<file path="config.mk">
export PLATFORM = sky130hd
export DESIGN_NAME = adc_window_cmp
export DESIGN_NICKNAME = d
export VERILOG_FILES = /design/src/rtl/adc_window_cmp.sv
export SDC_FILE = /design/constraint.sdc
export NUM_CORES = 1
export LEC_CHECK = 0
export BUFFER_PORTS_ARGS = -buffer_cell sky130_fd_sc_hd__buf_2
export CORE_UTILIZATION = 35
export CTS_CLUSTER_DIAMETER = 150
export DETAILED_ROUTE_END_ITERATION = 16
export PLACE_DENSITY = 0.66
export SETUP_SLACK_MARGIN = 0.1
export SYNTH_ARGS = -nofsm -noshare
export SYNTH_HDL_FRONTEND = slang
export SYNTH_SLANG_ARGS = --single-unit
</file>
<file path="constraint.sdc">
create_clock -name clk -period 0.8 [get_ports clk]
set_input_delay 0.16 -clock clk [delete_from_list [all_inputs] [get_ports clk]]
set_output_delay 0.16 -clock clk [all_outputs]
set_load 0.02 [all_outputs]
</file>
<file path="src/rtl/adc_window_cmp.sv">
module adc_window_cmp #(
  parameter int DW = 16
) (
  input  logic          clk,
  input  logic          rst_n,
  input  logic          res_valid,
  input  logic [DW-1:0] res_data,
  input  logic          diff_in,
  input  logic [DW-1:0] thr_a,
  input  logic [DW-1:0] thr_b,
  input  logic          cmp_on,
  input  logic          win_gt,
  input  logic          win_rng,
  input  logic          irq_en,
  input  logic          rd_res,
  output logic [DW-1:0] result_q,
  output logic          done,
  output logic          irq
);
  localparam int MSB = DW - 1;

  // Flipping the sign bit maps two's-complement order onto unsigned order.
  logic [DW-1:0] k_d, k_a, k_b;
  assign k_d = {res_data[MSB] ^ diff_in, res_data[MSB-1:0]};
  assign k_a = {thr_a[MSB] ^ diff_in, thr_a[MSB-1:0]};
  assign k_b = {thr_b[MSB] ^ diff_in, thr_b[MSB-1:0]};

  logic lt_a, gt_a, lt_b, gt_b, a_le_b, in_win, accept;
  assign lt_a   = k_d < k_a;
  assign gt_a   = k_d > k_a;
  assign lt_b   = k_d < k_b;
  assign gt_b   = k_d > k_b;
  assign a_le_b = k_a <= k_b;

  always_comb begin
    unique case ({win_rng, win_gt})
      2'b00:   in_win = lt_a;
      2'b01:   in_win = gt_a;
      2'b10:   in_win = a_le_b ? (lt_a | gt_b) : (lt_a & gt_b);
      default: in_win = a_le_b ? (gt_a & lt_b) : (gt_a | lt_b);
    endcase
  end

  assign accept = res_valid & (~cmp_on | in_win);

  always_ff @(posedge clk or negedge rst_n) begin
    if (!rst_n) begin
      result_q <= '0;
      done     <= 1'b0;
    end else if (accept) begin
      result_q <= res_data;
      done     <= 1'b1;
    end else if (rd_res) begin
      done     <= 1'b0;
    end
  end

  assign irq = done & irq_en;

  assert_store_R2: assert property (@(posedge clk) disable iff (!rst_n)
    (res_valid && !cmp_on) |=> (done && result_q == $past(res_data)));

  assert_idle_hold_R3: assert property (@(posedge clk) disable iff (!rst_n)
    !res_valid |=> $stable(result_q));

  assert_read_clear_R9: assert property (@(posedge clk) disable iff (!rst_n)
    (rd_res && !res_valid) |=> !done);

  assert_rise_cause_R11: assert property (@(posedge clk) disable iff (!rst_n)
    $rose(done) |-> $past(res_valid));

  assert_mode1_reject_R5: assert property (@(posedge clk) disable iff (!rst_n)
    (res_valid && cmp_on && win_gt && !win_rng && !diff_in && res_data <= thr_a)
      |=> $stable(result_q));

  assert_irq_gate_R10: assert property (@(posedge clk) disable iff (!rst_n)
    irq |-> irq_en);
endmodule

</file>
==> flow_summary.yaml <==
clock_tree:
  clock_latency_ps: 250
  cts_tree: "yes"
  clockRootBuffer: "clkbuf_8"
  cts.sinks: 17
  htree_levels: 1
  clk_pin_slew_ps: 70
  cts_buffers: 3
  cts.path.max_buffers: 2
worst_setup_path:
  worstPathArrival_ps: 2820
  start_kind: "input pin"
  cpMaxStageDelayCell: "nor4_4"
  cpPeakStageDelay_ps: 430
  critPathCaptureType: "flop"
  path_cells: "buf_12, xor2_4, ha_4, nand4_1, nor4_4, nand2_1, a2111oi_4, o311ai_2, o21ai_2, buf_6, clkbuf_16, mux2_4"
  crit_type: "input pin to flop"
  worstPathRequired_ps: 940
  crit_fanout: 4
sta:
  rsz0062_at_grt: "true"
  tightest_slew_ps: 399
  fmaxAchievable_mhz: 374
  hold_slack_ps: -182
  fin_skew_ps: 0
  fin_ws_ps: -1870
  slew_viol_final: 0
  period_minus_slack_ps: 2670
  hold_violations: 17
  setup_viol_count_final: 35
  min_period_over_period: 3.34
  maxSlewHeadroom: 0.734
place:
  pre_cts_slack_ps: -2050
  port_buffers: 74
  place_congestion: 0.845
  dpl.hpwl_mm: 4.55
  place_area_um2: 2620
global_routing:
  grt_pass1_vias: 2005
  antenna_found_initial: 0
  grt_pass1_wl_mm: 8.82
  overflow: 0
  grt_max_degree: 18
  grt_util_all_layers: 0.208
power:
  p_leak_nw: 1.76
  p_per_area_nw_per_um2: 1370
  ir_worst_vdd_v: 0.000950
  power.total_mw: 4.50
yosys:
  yosys_most_used_dff: "dfrtp_1"
  synth_compound_area_frac: 0.154
  synth_warnings: 0
  yosys.area_share.simple: 0.118
  syn-instance-count: 208
  synthMuxAreaShare: 0.0949
  synth_area_leaders: "ha_1 32%, dfrtp_1 22%, mux2_2 9.5%"
  synth_edf_count: 0
  async_flop_share: 1.00
  synth.most_common_cell: "ha_1"
  yosys.area_share.xor_xnor: 0.0138
  synth_area_per_cell_um2: 9.13
  yosys-top-cells-count: "48 x ha_1, 37 x inv_1, 19 x a21oi_1"
  synth_top_area_cell: "ha_1"
  synth_area_um2: 1900
  syn_nets: 313
  ys_seq_area_frac: 0.224
  synth_top_area_frac: 0.316
  ys_types: 36
  synth_top_family_by_area: "adder cells"
  synthAdderAreaFrac: 0.316
  ys_ff_latch: 17
route:
  vias_per_cell: 5.01
  totalWireLength_mm: 6.23
  dr.pass1.iters: 4
  top_layer_used: "met4"
  dr_wl_met3_um: 249
  met2_length_mm: 3.12
  postRouteAntennaNets: 0
  wl_met1_mm: 2.67
  first_iter_violations: 66
  wl_per_cell_um: 15.2
  vias: 2048
  drc: 0
floorplanning:
  dieArea_um2: 5720
  start_util: 0.367
  fp.dieH_um: 75.6
  coreArea_um2: 5170
  io_pins: 75
  rows: 26
  die_w_um: 75.6
finish:
  nNetsFinal: 445
  multi_input_area_um2: 1610
  ff_latch_area_um2: 427
  nFillCells: 422
  area_delta_synth_final_pct: 72.8
  drive_above_1_share: 0.504
  fin_util: 0.634
  final_area_um2: 3280
  antennaDiodeCount: 0
outcome:
  outcome: "finished, violations left"
  violations: "hold timing, setup timing"
min_path:
  hp-class: "input pin to asynchronous set/reset pin"
flow_run:
  max-cap-violations: 0
[critical path, delay by kind of cell]
kind / cells / cell delay (ps)
mux: 1 / 290
compound gates: 3 / 680
fa+ha+maj: 1 / 280
xor+xnor: 1 / 200
simple gates: 3 / 770
buf+inv: 3 / 420
[final timing paths]
path	startpoint	to	slack [ps]	depth (start not counted)
max	diff_in	result_q[15]$_DFFE_PN0P_	-1870	12
min	rst_n	result_q[9]$_DFFE_PN0P_	-180	1
max reg2reg	result_q[7]$_DFFE_PN0P_	result_q[7]$_DFFE_PN0P_	-100	2
min reg2reg	result_q[14]$_DFFE_PN0P_	result_q[14]$_DFFE_PN0P_	540	1
max in group asynchronous	rst_n	done$_DFFE_PN0P_	670	1
min in group clk	rd_res	done$_DFFE_PN0P_	60	2
[stage by stage]
step,TNS (ps),std cells
4_1_cts,-31260,399
3_3_place_gp,-33800,383
2_1_floorplan,-29190,208
6_report,-34410,409
3_5_place_dp,-34430,383
5_1_grt,-35800,409
[timing repair]
action                                  CTS  global route
endpoints found under the setup margin   35            35
setup buffers                            11            10
pin swaps                                 0            20
resized for setup                        65            23
endpoints found under the hold margin    17            17
gates cloned                              1             1
[routing by layer]
| metal | vias up | GRT usage |
|---|---|---|
| met5 | - | 0 |
| met3 | 16 | 0.0331 |
| met1 | 948 | 0.253 |
| met2 | 71 | 0.375 |
| met4 | 0 | 0.0679 |
| li1 | 1013 | - |
[report_power, final]
part | switching [mW] | internal [mW] | leakage [nW]
Clock | 0.304 | 0.354 | 0.0228
Combinational | 1.16 | 1.50 | 1.54
Sequential | 0.139 | 1.04 | 0.198
[cell usage in the layout, fill, tap and decap left out, drive strengths merged, types with 2 or more instances in the layout]
cell	instances
o21ai	8
nand2	15
dfrtp	17
nand2b	2
nand3	7
a21oi	19
mux2	16
a21o	2
a2111oi	2
inv	37
xor2	2
buf	127
a21boi	2
nor4	3
ha	48
nor2	4
clkbuf	5
nand4	6
o2111ai	2
[area by class of cell]
type / count / area share
multi-input combinational: 153 / 0.492
sequential: 17 / 0.130
clock buffer: 4 / 0.0137
tap: 70 / 0.0267
inverter: 37 / 0.0424
timing repair buffer: 128 / 0.295
[cells by family (layout without fill, tap and decap cells)]
| logic type | Yosys count | count (layout) |
|---|---|---|
| adder cells (fa/ha/maj) | 48 | 48 |
| multiplexers | 16 | 16 |
| buffers and inverters | 38 | 169 |
| AO/OA/AOI/OAI | 44 | 44 |
| XOR/XNOR | 3 | 3 |
| flip-flops | 17 | 17 |
| AND/OR/NAND/NOR | 42 | 42 |
[registers in the layout (all words and copies together) (netlist names)]
name,count
done,1
result_q,16
Note: power is estimated with default switching activity, not from simulation.
